===== src/rtl/hpc_pkg.sv =====
package hpc_pkg;

  localparam logic [2:0] ERR_NONE   = 3'b000;
  localparam logic [2:0] ERR_SWITCH = 3'b001;
  localparam logic [2:0] ERR_BADCMD = 3'b010;
  localparam logic [2:0] ERR_BADSPD = 3'b100;

  typedef enum logic [2:0] {
    CLS_SLOT,
    CLS_SPD_A,
    CLS_RSV_SPD,
    CLS_ALL_PWR,
    CLS_ALL_EN,
    CLS_SPD_B,
    CLS_BAD
  } cmd_class_e;

  function automatic cmd_class_e classify(input logic [7:0] code);
    cmd_class_e c;
    if (code < 8'h40)                        c = CLS_SLOT;
    else if (code <= 8'h44)                  c = CLS_SPD_A;
    else if (code <= 8'h47)                  c = CLS_RSV_SPD;
    else if (code == 8'h48)                  c = CLS_ALL_PWR;
    else if (code == 8'h49)                  c = CLS_ALL_EN;
    else if (code >= 8'h50 && code <= 8'h5D) c = CLS_SPD_B;
    else if (code == 8'h5E || code == 8'h5F) c = CLS_RSV_SPD;
    else                                     c = CLS_BAD;
    return c;
  endfunction

endpackage


===== src/rtl/hpc_busy_timer.sv =====
module hpc_busy_timer #(
  parameter int LEN_W = 8
) (
  input  logic             clk,
  input  logic             rst_n,
  input  logic             start,
  input  logic [LEN_W-1:0] len,
  output logic             busy,
  output logic             finish
);
  localparam logic [LEN_W-1:0] ONE = LEN_W'(1);

  logic [LEN_W-1:0] cnt_q;
  logic             busy_q;

  assign busy   = busy_q;
  assign finish = busy_q && (cnt_q == ONE);

  always_ff @(posedge clk) begin
    if (!rst_n) begin
      busy_q <= 1'b0;
      cnt_q  <= '0;
    end else if (start && !busy_q) begin
      busy_q <= 1'b1;
      cnt_q  <= (len == '0) ? ONE : len;
    end else if (busy_q) begin
      if (cnt_q == ONE) busy_q <= 1'b0;
      else              cnt_q  <= cnt_q - ONE;
    end
  end
endmodule


===== src/rtl/hpc_cmd_decode.sv =====
module hpc_cmd_decode
  import hpc_pkg::*;
#(
  parameter int NUM_SLOTS = 4,
  parameter int SLOT_W    = 8
) (
  input  logic [15:0]          cmd_word,
  input  logic [NUM_SLOTS-1:0] latch_open,
  input  logic                 rev2_if,
  output logic [2:0]           err,
  output logic                 spd_we,
  output logic [3:0]           spd_val,
  output logic [NUM_SLOTS-1:0] slot_we,
  output logic [1:0]           st_val,
  output logic [1:0]           pw_val,
  output logic [1:0]           at_val
);
  localparam logic [SLOT_W-1:0] MAX_SLOT = SLOT_W'(NUM_SLOTS);

  logic [7:0]           code;
  logic [SLOT_W-1:0]    slot_no;
  logic [NUM_SLOTS-1:0] sel;
  logic                 open_hit;
  logic                 wants_power;

  assign code    = cmd_word[7:0];
  assign slot_no = cmd_word[15:8];

  always_comb begin
    for (int i = 0; i < NUM_SLOTS; i++)
      sel[i] = (slot_no == SLOT_W'(i + 1));
  end

  assign open_hit    = |(sel & latch_open);
  assign wants_power = (code[1:0] == 2'd1) || (code[1:0] == 2'd2);

  always_comb begin
    err     = ERR_NONE;
    spd_we  = 1'b0;
    spd_val = 4'd0;
    slot_we = '0;
    st_val  = 2'd0;
    pw_val  = 2'd0;
    at_val  = 2'd0;
    unique case (classify(code))
      CLS_SLOT: begin
        if (slot_no == '0 || slot_no > MAX_SLOT) begin
          err = ERR_BADCMD;
        end else if (open_hit && wants_power) begin
          err = ERR_SWITCH;
        end else begin
          slot_we = sel;
          st_val  = code[1:0];
          pw_val  = code[3:2];
          at_val  = code[5:4];
        end
      end
      CLS_SPD_A: begin
        spd_we  = 1'b1;
        spd_val = {1'b0, code[2:0]};
      end
      CLS_RSV_SPD: err = ERR_BADSPD;
      CLS_ALL_PWR, CLS_ALL_EN: begin
        slot_we = ~latch_open;
        st_val  = (classify(code) == CLS_ALL_EN) ? 2'd2 : 2'd1;
        if (|latch_open) err = ERR_SWITCH;
      end
      CLS_SPD_B: begin
        if (rev2_if) begin
          spd_we  = 1'b1;
          spd_val = code[3:0];
        end else begin
          err = ERR_BADSPD;
        end
      end
      default: err = ERR_BADCMD;
    endcase
  end
endmodule


===== src/rtl/hpc_slot_bank.sv =====
module hpc_slot_bank #(
  parameter int NUM_SLOTS = 4
) (
  input  logic                   clk,
  input  logic                   rst_n,
  input  logic                   apply,
  input  logic [NUM_SLOTS-1:0]   slot_we,
  input  logic [1:0]             st_val,
  input  logic [1:0]             pw_val,
  input  logic [1:0]             at_val,
  output logic [2*NUM_SLOTS-1:0] slot_state,
  output logic [2*NUM_SLOTS-1:0] pwr_led,
  output logic [2*NUM_SLOTS-1:0] attn_led
);
  for (genvar g = 0; g < NUM_SLOTS; g++) begin : g_slot
    logic [1:0] st_q, pw_q, at_q;
    logic       hit;

    assign hit = apply && slot_we[g];

    always_ff @(posedge clk) begin
      if (!rst_n) begin
        st_q <= 2'd3;
        pw_q <= 2'd3;
        at_q <= 2'd3;
      end else if (hit) begin
        if (st_val != 2'd0) st_q <= st_val;
        if (pw_val != 2'd0) pw_q <= pw_val;
        if (at_val != 2'd0) at_q <= at_val;
      end
    end

    assign slot_state[2*g +: 2] = st_q;
    assign pwr_led[2*g +: 2]    = pw_q;
    assign attn_led[2*g +: 2]   = at_q;
  end
endmodule


===== src/rtl/hp_cmd_engine.sv =====
module hp_cmd_engine
  import hpc_pkg::*;
#(
  parameter int NUM_SLOTS = 4,
  parameter int LEN_W     = 8
) (
  input  logic                   clk,
  input  logic                   rst_n,
  input  logic                   cmd_valid,
  output logic                   cmd_ready,
  input  logic [15:0]            cmd_word,
  input  logic [LEN_W-1:0]       busy_cycles,
  input  logic                   rev2_if,
  input  logic [NUM_SLOTS-1:0]   latch_open,
  output logic [3:0]             status,
  output logic [2*NUM_SLOTS-1:0] slot_state,
  output logic [2*NUM_SLOTS-1:0] pwr_led,
  output logic [2*NUM_SLOTS-1:0] attn_led,
  output logic [3:0]             speed_mode,
  output logic                   cmd_done
);
  logic                 busy, finish, accept;
  logic [15:0]          word_q;
  logic [2:0]           err_q, dec_err;
  logic [3:0]           spd_q, dec_spd;
  logic                 dec_spd_we, done_q;
  logic [NUM_SLOTS-1:0] dec_slot_we;
  logic [1:0]           dec_st, dec_pw, dec_at;

  assign cmd_ready = !busy;
  assign accept    = cmd_valid && !busy;

  hpc_busy_timer #(.LEN_W(LEN_W)) u_timer (
    .clk(clk), .rst_n(rst_n), .start(accept), .len(busy_cycles),
    .busy(busy), .finish(finish)
  );

  hpc_cmd_decode #(.NUM_SLOTS(NUM_SLOTS)) u_dec (
    .cmd_word(word_q), .latch_open(latch_open), .rev2_if(rev2_if),
    .err(dec_err), .spd_we(dec_spd_we), .spd_val(dec_spd),
    .slot_we(dec_slot_we), .st_val(dec_st), .pw_val(dec_pw), .at_val(dec_at)
  );

  hpc_slot_bank #(.NUM_SLOTS(NUM_SLOTS)) u_bank (
    .clk(clk), .rst_n(rst_n), .apply(finish), .slot_we(dec_slot_we),
    .st_val(dec_st), .pw_val(dec_pw), .at_val(dec_at),
    .slot_state(slot_state), .pwr_led(pwr_led), .attn_led(attn_led)
  );

  always_ff @(posedge clk) begin
    if (!rst_n) begin
      word_q <= '0;
      err_q  <= ERR_NONE;
      spd_q  <= 4'd0;
      done_q <= 1'b0;
    end else begin
      done_q <= finish;
      if (accept) begin
        word_q <= cmd_word;
        err_q  <= ERR_NONE;
      end else if (finish) begin
        err_q <= dec_err;
        if (dec_spd_we) spd_q <= dec_spd;
      end
    end
  end

  assign status     = {err_q, busy};
  assign speed_mode = spd_q;
  assign cmd_done   = done_q;
endmodule


===== config.mk =====
export PLATFORM = sky130hd
export DESIGN_NAME = hp_cmd_engine
export DESIGN_NICKNAME = d
export VERILOG_FILES = /design/src/rtl/hpc_pkg.sv /design/src/rtl/hpc_busy_timer.sv /design/src/rtl/hpc_cmd_decode.sv /design/src/rtl/hpc_slot_bank.sv /design/src/rtl/hp_cmd_engine.sv
export SDC_FILE = /design/constraint.sdc
export NUM_CORES = 1
export LEC_CHECK = 0
export BUFFER_PORTS_ARGS = -buffer_cell sky130_fd_sc_hd__buf_4
export CORE_UTILIZATION = 33
export DETAILED_ROUTE_END_ITERATION = 12
export PLACE_DENSITY_LB_ADDON = 0.05
export SLEW_MARGIN = 5
export SYNTH_ARGS = -nofsm -noshare
export SYNTH_HDL_FRONTEND = slang
export SYNTH_SLANG_ARGS = --single-unit

===== constraint.sdc =====
create_clock -name clk -period 2.8 [get_ports clk]
set_input_delay 0.28 -clock clk [delete_from_list [all_inputs] [get_ports clk]]
set_output_delay 0.28 -clock clk [all_outputs]
set_load 0.1 [all_outputs]

### Word level (Yosys, flattened, before mapping)

Cells that the tools add are included.

* register bits after elaboration: 57
* memories kept: 0
* latch bits: 0
* RAM bits: 0
* output and inout bits: 34
* memory bits (read-only): 0

* divide/modulo/power cells: 0
* reduce and logical (&&, ||, !) cells: 38
* add/sub/neg operators: 1
* $lt $le $gt $ge: 6
* mux-type cells: 37
* eq/ne operators: 18
* shifts and indexed selects: 0
* bitwise logic cells: 4
* multiply operators: 0

Operators with widths (count)
* $eq A8 B7 Y1 const B: 4
* $mux W8: 4
* $mux W3: 10
* $reduce_and A2 Y1: 13
* $le A8 B7 Y1 const B: 3
* $mux W2: 9
* $eq A8 B1 Y1 const B: 2
* $eq A8 B2 Y1 const B: 2
* $logic_not A8 Y1: 2
* $pmux W4 S2: 2
* $pmux W3 S5: 1
* $mux W4: 3
* $eq A3 B3 Y1 const B: 3
* $logic_and A1 B1 Y1: 9
* $eq A8 B3 Y1 const B: 1
* $ge A8 B7 Y1 const B: 1
* $gt A8 B3 Y1 const B: 1
* $lt A8 B7 Y1 const B: 1
* $reduce_bool A2 Y1: 4
* $reduce_or A4 Y1: 2
* $sub A8 B1 Y8 const B: 1
* $eq A3 B2 Y1 const B: 2
* $mux W1: 6
* $and A4 B4 Y4: 1
* 13 further kinds: 17

### Depth between registers and ports, before layout

Gate-level depths: netlist of the first run.

* depth in word-level cells: 17
* depth in mapped cells: 10

### Cells and area by module

A second synthesis of the first run with hierarchy kept.

* cell total of the unflattened synthesis: 341
* area total of the unflattened synthesis: 3000.4 um^2

By module, submodules not included
* hp_cmd_engine: cells an instance 103, area each 928.4 um^2, instances 1
* hpc_slot_bank: cells an instance 89, area each 894.6 um^2, instances 1
* hpc_cmd_decode: cells an instance 77, area each 598.1 um^2, instances 1
* hpc_busy_timer: cells an instance 72, area each 579.3 um^2, instances 1

### Worst setup path before layout of the first run

No wires, ideal clock.

* path type: reg2reg
* from: register word_q[0]
* to: register u_bank.g_slot[3].pw_q[0]
* arrival: 2.378 ns
* period minus slack after synthesis: 2.519 ns
* stages on the path, launching flop included: 11
* library setup time: 0.141 ns
* slack: 0.281 ns
* data required time: 2.659 ns
* path buffers: 2
* path through: dfxtp_1 inv_1 ha_1 and3b_1 a2111o_1 or2_1 buf_6 or3_1 buf_6 o21ai_1 o211ai_1

* cells in the longest elaborated chain, start to end: 14
* elaborated cells on any way between the ends: 35

Ends and longest elaborated chain
* start, declared: RTL line hp_cmd_engine.sv:23 `logic [15:0] word_q;`
* start signal, assigned: RTL line hp_cmd_engine.sv:59 `word_q <= cmd_word;`
* branches (longest 14 deep; another with $ge A8 B7 Y1)
* end signal, assigned: RTL line hpc_slot_bank.sv:28 `if (pw_val != 2'd0) pw_q <= pw_val;`
* end, declared: RTL line hpc_slot_bank.sv:16 `logic [1:0] st_q, pw_q, at_q;`

Parallel ways; which one is timed is not known.
A chain may end at the register's enable or synchronous reset.

### Final worst setup path of the first run

* from: register word_q[0]
* to: register u_bank.g_slot[3].at_q[1]

* cells in the longest elaborated chain, start to end: 14
* elaborated cells on any way between the ends: 35

Ends and longest elaborated chain
* branches (longest 14 deep; another with $ge A8 B7 Y1)
* end signal, assigned: RTL line hpc_slot_bank.sv:29 `if (at_val != 2'd0) at_q <= at_val;`
* end, declared: RTL line hpc_slot_bank.sv:16

Parallel ways; which one is timed is not known.

==> results.txt, run 1 <==
Nets@finish: 452
Largest net degree at the start of global routing: 38
Internal: 1.47 mW
Slew headroom: 56.1%
Clock root buffer: clkbuf_8
Top cells by count, synth: dfxtp_1, nand2_1, a21oi_1, o21ai_0, nor2_1
Die Height: 96.7 microns
Synthesis-stage register bit count: 57
Peak supply drop: 0.266 mV
Worst Setup SP: word_q[0]
P_sw: 0.581 mW
Cells along the critical path: inv_1, ha_1, and3b_1, a2111o_1, or2_1, or3_1, a21oi_2, o221ai_1
DRT Pass-1 Iters: 4
Post-Syn Area per Cell: 8.42 sq um
Total Wirelength: 8210 microns
Ports: 66
Worst reg2reg endpoint: u_bank.g_slot[3].at_q[1]
Post-CTS Setup Bufs: 0
Core area: 8680 sq um
Final core occ: 43.2%
WS Path Type: flip-flop to flip-flop
CP bufs+invs: 1
Num CTS Buffers: 9
Worst R2R Path Depth: 8
Multi-input logic area: 1670 sq um
FF+latch area: 1140 sq um
Total of max-cap violations: 0
Least-Margin Pin Slew: 0.658 ns
Met1 Track Usage GR: 24.1%
Share of post-route cells with drive strength above 1: 25.4%
Row count: 34
Post-placement cell area: 3530 sq um
Count leader, synth: dfxtp_1
Delay-heaviest family, CP: simple AND/OR/NAND/NOR gates
Met3 Track Usage GR: 3.54%
Final ANT Viol Nets: 0
WP data arrival: 2.77 ns
Startpoint Class: flip-flop
R2R setup slack: 0.23 ns
Worst-case clock buffer depth: 2
Die Wd: 96.7 microns
Post-place setup slack: 0.253 ns
Library cells used by synthesis: 66
M2 GR Usage: 27.5%
Crit. path cell count: 8
Area contributors post-synth: dfxtp_1, nand2_1, a21oi_1
Clock network power share: 41.2%
Clock transition at path regs: 0.07 ns
CTS tree: done
Worst-Skew Late Latency: 0.33 ns
Critical Path RT: 3.00 ns
Cells after Synth: 351
CTS Hold Buffers Added: 0
Ant. Diodes: 0
Mapped Area: 2960 sq um
Worst path slowest cell: or3_1
Global route hottest layer: met2
All-Layer GR Usage: 17.7%
Gp weighted congestion: 0.817
Post-synth top area cell: dfxtp_1
Via density: 5.36
Post-Syn Nets: 390
YS warnings: 0
Initial Utilization: 34.1%
Overflow after GRT: 0
Status: complete, no violations
CTS Sinks: 57
Drt first-iter violations: 134
DR vias: 2817
Comb power frac: 15.8%
Vias in the first global route: 2618
Sequential fraction of design power: 42.9%
First-pass GRT wire length: 13300 microns
Final hold slack: 0.186 ns
Design area: 3740 sq um
Worst r2r src: word_q[0]
Clock skew: 0.00760 ns
P&R area growth vs syn: 26.7%
Post-synth EDFFs: 0
Fmax: 389 MHz
Full die area: 9340 sq um
Top_reg_cell synth: dfxtp_1
Setup TNS: 0 ns
Leak pwr: 1.43 nW
Setup violations, final: 0
Max stage delay on crit path: 0.50 ns
Residual DRC: 0
Final setup margin: 0.228 ns
Final hold vios: 0
Initial antenna violation count: 0
CP Capture Point: u_bank.g_slot[3].at_q[1]
Synth top area share: 38.6%
H-tree levels: 3
Port Buffers: 65
Pins Over Slew Limit: 0
Fillcell total: 920
Period minus WS final: 2.57 ns
Critical Path Sink Type: flip-flop
Switching share of power: 28.4%
Crit share post-route: 91.9%
Ys async rst share: 0%
Critical Path Fanout Max: 8
PD cells: 547 nW/um^2
HPWL Detailed: 6090 microns
Sequential fraction of the synthesis area: 38.6%
Post_cts resized: 0
RSZ-0062 raised after global routing: false
Post-detailed-route wirelength per cell: 15.6 microns
Worst min path class: input pin to flip-flop
==> area by class of cell <==
| type | count | area share (%) |
|---|---|---|
| clock buffer | 9 | 3.31 |
| clock inverter | 7 | 2.54 |
| inverter | 9 | 0.902 |
| multi-input combinational | 263 | 44.5 |
| sequential | 57 | 30.5 |
| tap | 108 | 3.61 |
| timing repair buffer | 73 | 14.6 |
==> metrics by stage <==
step / instances / total power, mW
2_1_floorplan: 351 / 1.12
6_report: 526 / 2.05
5_1_grt: 526 / 2.15
3_3_place_gp: 510 / 1.22
3_5_place_dp: 510 / 1.22
4_1_cts: 526 / 2.07
==> worst min-delay path by stage <==
stage	slack, ns	to	cells after the start	start
finish	0.19	word_q[8]	3	cmd_word[8]
global route	0.18	word_q[8]	3	cmd_word[8]
CTS	0.17	word_q[8]	3	cmd_word[8]
detailed placement	0.45	word_q[13]	2	word_q[13]
global placement	0.44	u_bank.g_slot[0].at_q[1]	1	u_bank.g_slot[0].at_q[1]
floorplan	0.42	word_q[9]	2	cmd_word[9]
==> flip-flops by register name (all words and copies together) (netlist names) <==
register / count
cmd_done: 1
err_q: 3
speed_mode: 4
u_bank.g_slot.at_q: 8
u_bank.g_slot.pw_q: 8
u_bank.g_slot.st_q: 8
u_timer.busy: 1
u_timer.cnt_q: 8
word_q: 16
==> cell families (layout without fill, tap and decap cells) <==
family	after synthesis	in the layout	share of synthesized area, %
buffers and inverters	31	98	4.99
xor gates and xnor gates	3	3	0.889
DFF	57	57	38.6
AOI/OAI and AO/OA	116	116	26.8
muxes	5	5	1.78
and+or+nand+nor	132	132	24.0
adders and majority gates	7	7	2.96
==> routing by layer <==
layer	vias to the layer above	share of wire (%)	routed length, microns
met1	1313	49	4040
met3	10	3.6	292
met5	-	0	0
met2	73	46	3770
li1	1421	-	-
met4	0	1.3	108
==> tightest hold or removal path, cell delays in order <==
cell and delay, ns:
buf_4 0.11, nand2_1 0.04, a21oi_1 0.05
==> placed cells by master (no fill, tap or decap), types with 3 or more instances in the layout <==
master / netlist / layout
or3_1: 5 / 5
dfxtp_1: 57 / 57
ha_1: 7 / 7
o21ai_1: 4 / 4
mux2i_1: 3 / 3
nand2b_1: 7 / 7
a221o_1: 8 / 8
nor4_1: 3 / 3
clkbuf_8: 0 / 9
a21oi_1: 25 / 25
o31ai_1: 3 / 3
nand2_1: 48 / 48
nor2_1: 23 / 23
clkinvlp_4: 0 / 4
nor3_1: 5 / 5
or2_1: 4 / 4
and4b_1: 3 / 3
nor2b_1: 3 / 3
inv_1: 8 / 8
o21ai_0: 25 / 25
a21o_1: 3 / 3
nand3_1: 5 / 5
o2111ai_1: 4 / 4
and2_1: 3 / 3
nor3_2: 3 / 3
a211o_1: 4 / 4
buf_4: 1 / 73
o211ai_1: 10 / 10
or4_1: 3 / 3
a211oi_1: 10 / 10
==> power by group through the flow <==
| stage | Combinational (mW) | Sequential, mW | Clock, mW |
|---|---|---|---|
| finish | 0.324 | 0.879 | 0.843 |
| global route | 0.360 | 0.884 | 0.907 |
| floorplan | 0.220 | 0.900 | 0 |
| detailed placement | 0.325 | 0.896 | 0 |
| CTS | 0.326 | 0.878 | 0.870 |
| global placement | 0.325 | 0.897 | 0 |
Note: power is estimated with default switching activity, not from simulation.
==> run 2, diff against run 1 <==
ABC_AREA = 1   (was not set)
==> run 2 against run 1 <==
Register-to-register slack better by 0.38 ns. Hold slack better by 0.0047 ns. Total power down 0.10%. Combinational power up 42%. Flip-flop and latch count unchanged. Wire length down 2.0%. Clock skew down 0.0038 ns. Critical endpoint is now u_bank.g_slot[1].at_q[0].
==> results.txt, run 2 <==
Clock skew: 0.00384 ns (-0.00376 ns)
WS Path Type: flip-flop to flip-flop
DR vias: 3047 (+8.2%)
Post-detailed-route wirelength per cell: 12.6 microns (-19%)
Worst min path class: input pin to flip-flop
Delay-heaviest family, CP: simple AND/OR/NAND/NOR gates
Ys async rst share: 0% (unchanged)
Post-CTS Setup Bufs: 0 (unchanged)
Library cells used by synthesis: 37 (-44%)
Simple-Gate Fraction of Synth Area: 36.5% (+12 points)
Critical Path RT: 3.03 ns (+0.03 ns)
Worst Hold Endpoint: word_q[14]
Top cells by count, synth: nand2_1, dfxtp_1, nand3_1
Post_cts resized: 0 (unchanged)
Worst Setup SP: word_q[6]
Startpoint Class: flip-flop
Critical Path Sink Type: flip-flop
Fillcell total: 1007 (+9.5%)
Overflow after GRT: 0 (unchanged)
PD cells: 526 nW/um^2 (-3.7%)
All-Layer GR Usage: 17.6% (-0.087 points)
Least-Margin Pin Slew: 0.695 ns (+0.0363 ns)
Worst-case clock buffer depth: 2 (unchanged)
Mapped Area: 3120 sq um (+5.5%)
Clock transition at path regs: 0.06 ns (about the same)
Pins Over Slew Limit: 0 (unchanged)
Share of post-route cells with drive strength above 1: 24.4% (-0.98 points)
Critical Path Fanout Max: 14 (+6)
Worst path slowest cell: nand2_1
Setup TNS: 0 ns (unchanged)
Gp weighted congestion: 0.806 (-1.4%)
Cell mode on critical path: nand2_1
Area contributors post-synth: dfxtp_1, nand2_1, nand3_1
Max stage delay on crit path: 0.42 ns (-0.08 ns)
Hold path start: cmd_word[14]
Hold path depth: 3 (unchanged)
Core area: 9200 sq um (+6.0%)
Largest register by flop count: word_q
Largest register FFs: 16 (unchanged)
WP data arrival: 2.42 ns (-0.35 ns)
Synth top area share: 36.6% (-2.0 points)
CTS Hold Buffers Added: 0 (unchanged)
Num CTS Buffers: 9 (unchanged)
Pwr Total: 2.04 mW (-0.10%)
Post-Syn Area per Cell: 6.82 sq um (-19%)
Full die area: 9840 sq um (+5.3%)
Synthesis-stage register bit count: 57 (unchanged)
Post-Synth XOR/XNOR Area: 1.12% (+0.23 points)
Setup violations, final: 0 (unchanged)
Initial Utilization: 33.9% (-0.16 points)
Post-Syn Nets: 496 (+27%)
Placed Instances: 620 (+22%)
Post-synthesis compound-gate area fraction: 13.3% (-14 points)
Nets@finish: 559 (+24%)
Period minus WS final: 2.19 ns (-0.383 ns)
Ports: 66 (unchanged)
Post-synth top area cell: dfxtp_1
Leak pwr: 1.96 nW (+37%)
Worst-Skew Late Latency: 0.33 ns (about the same)
Final hold vios: 0 (unchanged)
Non-Filler Instances: 636 (+21%)
CTS Sinks: 57 (unchanged)
Final ANT Viol Nets: 0 (unchanged)
Cells after Synth: 457 (+30%)
Residual DRC: 0 (unchanged)
Fmax: 457 MHz (+18%)
Die Height: 99.2 microns (+2.6%)
CTS tree: done
Leading cell types in the layout, fill and taps excluded: nand2_1, buf_4, dfxtp_1
Vias in the first global route: 2884 (+10%)
Ant. Diodes: 0 (unchanged)
H-tree levels: 3 (unchanged)
Total Wirelength: 8040 microns (-2.0%)
Peak supply drop: 0.225 mV (-15%)
Status: complete, no violations
First-pass GRT wire length: 13800 microns (+3.7%)
Post-synth EDFFs: 0 (unchanged)
Worst reg2reg endpoint: u_bank.g_slot[1].at_q[0]
DRT Pass-1 Iters: 4 (unchanged)
Drt first-iter violations: 117 (-13%)
Mux cell area share after synthesis: 0% (-1.8 points)
Post-synthesis adder-cell area fraction: 2.81% (-0.15 points)
Commonest non-fill, non-tap cell in the layout: nand2_1
Port Buffers: 65 (unchanged)
P&R area growth vs syn: 24.6%
Crit share post-route: 78.2% (-14 points)
Die Wd: 99.2 microns (+2.6%)
Combinational family with the most area after synthesis: simple AND/OR/NAND/NOR gates
Worst R2R Path Depth: 15 (+7)
Row count: 35 (+2.9%)
CP bufs+invs: 1 (unchanged)
YS warnings: 0 (unchanged)
Cells along the critical path: inv_2, nand2_1, nand2_1, nand2_1, nand2_1, nand2_2, nand3_1, nand2_2, nand2_2, nand2_4, nand3_2, nand2_4, nand3_1, nand2_1, nand2_1
Worst r2r src: word_q[6]
HPWL Detailed: 5990 microns (-1.7%)
Via density: 4.79 (-11%)
R2R setup slack: 0.61 ns (+0.38 ns)
Sequential fraction of the synthesis area: 36.6% (-2.0 points)
Top_reg_cell synth: dfxtp_1
Slew headroom: 53.2% (-2.8 points)
Total of max-cap violations: 0 (unchanged)
Largest net degree at the start of global routing: 48 (+26%)
Count leader, synth: nand2_1
Initial antenna violation count: 0 (unchanged)
Clock root buffer: clkbuf_8
RSZ-0062 raised after global routing: false
[run 2: worst register-to-register path, delay by kind of cell, from the launching register on]
kind                   cells  cell delay (ns)
flip-flops                 1             0.38
AND/OR/NAND/NOR           14             1.67
buffers and inverters      1             0.05
[run 2: worst max path at each step]
stage,end,slack (ns),depth (start not counted)
floorplan,u_timer.cnt_q[2],0.71,7
global placement,u_bank.g_slot[2].at_q[0],0.63,15
detailed placement,u_bank.g_slot[0].pw_q[0],0.63,15
CTS,u_bank.g_slot[0].pw_q[0],0.62,15
global route,u_bank.g_slot[1].pw_q[1],0.36,15
finish,u_bank.g_slot[1].at_q[0],0.61,15
[run 2: power breakdown]
group,switching (mW),internal (mW)
registers,0.0357,0.851
clock network,0.331,0.366
logic,0.305,0.155
total,0.672,1.37
[run 2: cell type report]
class / instances / area [sq um] / share of cell area [%]
multi-input cells: 322 / 1670 / 43.1
well taps: 111 / 139 / 3.58
repair buffers: 68 / 523 / 13.5
inverters: 62 / 233 / 5.99
clock inverters: 3 / 15.0 / 0.387
flip-flops and latches: 57 / 1140 / 29.4
clock buffers: 13 / 159 / 4.09
[run 2: logic make-up after synthesis]
| group | count (synthesis) |
|---|---|
| AOI/OAI and AO/OA | 68 |
| xor gates and xnor gates | 4 |
| adders and majority gates | 7 |
| buffers and inverters | 78 |
| DFF | 57 |
| and+or+nand+nor | 243 |
[run 2: stage by stage]
step	hold WS [ns]	util (%)	area [sq um]	worst slack [ns]
after floorplan	0.445	-	3120	0.712
after global placement	0.442	40.3	3710	0.627
after detailed placement	0.443	40.3	3710	0.635
after CTS	0.186	42.2	3880	0.618
after global routing	0.194	42.2	3880	0.360
final	0.191	42.2	3880	0.611
[run 2: layer usage]
metal | routed length, microns | track usage [%]
met1 | 3890 | 22.0
met2 | 3690 | 29.8
met3 | 312 | 4.57
met4 | 145 | 5.32
met5 | 0 | 0
==> run 3, diff against run 2 <==
ABC_AREA = 0   (was 1)
clock period = 2.1 ns   (was 2.8 ns; I/O delays follow)
==> run 3 against run 2 <==
The run now ends with setup timing left. Hold slack got worse by 0.087 ns. Combinational power increased by 32%. Flip-flop and latch count unchanged. Critical path type unchanged. Via count increased by 1.1%. Critical path depth decreased by 8. Sequential share of layout area decreased by 3.6 points. Final cell count decreased by 8.8%. Setup slack got worse by 0.87 ns. First-iteration DRC count increased by 12%. Non-clock buffer count increased by 59. Global-route usage increased by 2.6 points. Total power increased by 38%.
==> results.txt, run 3 (same netlist as run 1, synthesis figures left out) <==
Post-detailed-route wirelength per cell: 15.9 microns (+26%)
CTS Sinks: 57 (unchanged)
Final hold vios: 0 (unchanged)
Leak pwr: 1.79 nW (-9.0%)
Final ANT Viol Nets: 0 (unchanged)
Nets@finish: 507 (-9.3%)
Initial Utilization: 34.1% (+0.16 points)
Slew headroom: 56.2% (+3.0 points)
WS Path Type: flip-flop to flip-flop
Final hold slack: 0.104 ns (-0.0871 ns)
Residual DRC: 0 (unchanged)
Pins Over Slew Limit: 0 (unchanged)
First-pass GRT wire length: 15100 microns (+9.7%)
Worst-case clock buffer depth: 2 (unchanged)
Least-Margin Pin Slew: 0.656 ns (-0.0386 ns)
Fmax: 424 MHz (-7.3%)
Die Height: 96.7 microns (-2.6%)
Non-Filler Instances: 580 (-8.8%)
Critical Path Fanout Max: 4 (-10)
Overflow after GRT: 0 (unchanged)
Critical Path RT: 2.34 ns (-0.69 ns)
Largest net degree at the start of global routing: 38 (-21%)
Vias in the first global route: 2972 (+3.1%)
Gp weighted congestion: 0.821 (+1.8%)
Via density: 5.31 (+11%)
Total Wirelength: 9220 microns (+15%)
Port Buffers: 65 (unchanged)
Ant. Diodes: 0 (unchanged)
Drt first-iter violations: 131 (+12%)
Commonest non-fill, non-tap cell in the layout: buf_4
RSZ-0062 raised after global routing: true
Ports: 66 (unchanged)
Total of max-cap violations: 0 (unchanged)
Peak supply drop: 0.334 mV (+48%)
P&R area growth vs syn: 50.1%
Initial antenna violation count: 0 (unchanged)
Worst min path class: input pin to flip-flop
Largest register by flop count: word_q
Full die area: 9340 sq um (-5.1%)
WP data arrival: 2.60 ns (+0.18 ns)
Leading cell types in the layout, fill and taps excluded: buf_4, dfxtp_1, nand2_1
Fillcell total: 867 (-14%)
DRT Pass-1 Iters: 4 (unchanged)
Num CTS Buffers: 9 (unchanged)
Clock skew: 0.00623 ns (+0.00239 ns)
Multi-input logic area: 1950 sq um (+16%)
Largest register FFs: 16 (unchanged)
Clock root buffer: clkbuf_8
FF+latch area: 1140 sq um (+0.22%)
All-Layer GR Usage: 20.2% (+2.6 points)
Setup violations, final: 29 (+29)
Worst-Skew Late Latency: 0.35 ns (+0.02 ns)
Status: complete, but fails checks
Crit share post-route: 112% (+34 points)
Clock transition at path regs: 0.06 ns (about the same)
Core area: 8680 sq um (-5.6%)
Die Wd: 96.7 microns (-2.6%)
HPWL Detailed: 6650 microns (+11%)
Final core occ: 51.1% (+8.9 points)
Period minus WS final: 2.36 ns (+0.173 ns)
Failing checks: setup timing
PD cells: 637 nW/um^2 (+21%)
DR vias: 3081 (+1.1%)
Final setup margin: -0.261 ns (-0.873 ns)
CTS tree: done
Startpoint Class: flip-flop
Critical Path Sink Type: flip-flop
Share of post-route cells with drive strength above 1: 43.4% (+19 points)
H-tree levels: 3 (unchanged)
Row count: 34 (-2.9%)
Placed Instances: 558 (-10%)
[run 3: path summary, 6_finish.rpt]
| check | depth (start not counted) | start | slack (ns) | end |
|---|---|---|---|---|
| hold / removal | 3 | cmd_word[2] | 0.10 | word_q[2] |
| setup reg to reg | 7 | word_q[14] | -0.26 | u_bank.g_slot[3].st_q[0] |
| setup / recovery | 7 | word_q[14] | -0.26 | u_bank.g_slot[3].st_q[0] |
| hold reg to reg | 2 | word_q[12] | 0.45 | word_q[12] |
[run 3: power by group]
group	internal, mW	leakage, nW	switching [mW]
registers	1.12	0.466	0.0357
clock network	0.602	0.102	0.457
logic	0.272	1.22	0.337
[run 3: repair_timing]
action | CTS | global route
pin swaps | 12 | 11
resized for setup | 48 | 26
setup endpoints to repair | 31 | 36
gates cloned | 1 | 0
buffers inserted | 4 | 2
hold buffers | 0 | 0
[run 3: cell type report]
type,instances,area share [%]
Clock buffer,12,3.50
Clock inverter,3,0.902
Inverter,9,0.761
Multi-Input combinational cell,264,43.9
Sequential cell,57,25.8
Tap cell,108,3.04
Timing Repair Buffer,127,22.2
[run 3: critical path: stages, from the launching register on]
cell and delay (ns):
dfxtp_1 0.31, or4_4 0.55, a2111o_1 0.35, or2_4 0.28, buf_6 0.14, nor3_4 0.16
o2111ai_1 0.15, a221o_1 0.30
[run 3: layer usage]
metal	up-vias	track usage, %	wire, microns
met4	0	7.35	176
met2	80	32.3	4440
met3	16	5.49	474
met5	-	0	0
met1	1448	26.1	4140
li1	1537	-	-
[run 3: through the flow]
| step | power (mW) | worst slack, ns | instance area, sq um | setup TNS, ns |
|---|---|---|---|---|
| 2_1_floorplan | 1.50 | -0.274 | 2980 | -2.75 |
| 3_3_place_gp | 1.72 | -0.259 | 3910 | -5.97 |
| 3_5_place_dp | 1.72 | -0.324 | 3910 | -6.83 |
| 4_1_cts | 2.82 | -0.248 | 4310 | -4.48 |
| 5_1_grt | 2.97 | -0.354 | 4440 | -7.40 |
| 6_report | 2.83 | -0.261 | 4440 | -4.95 |
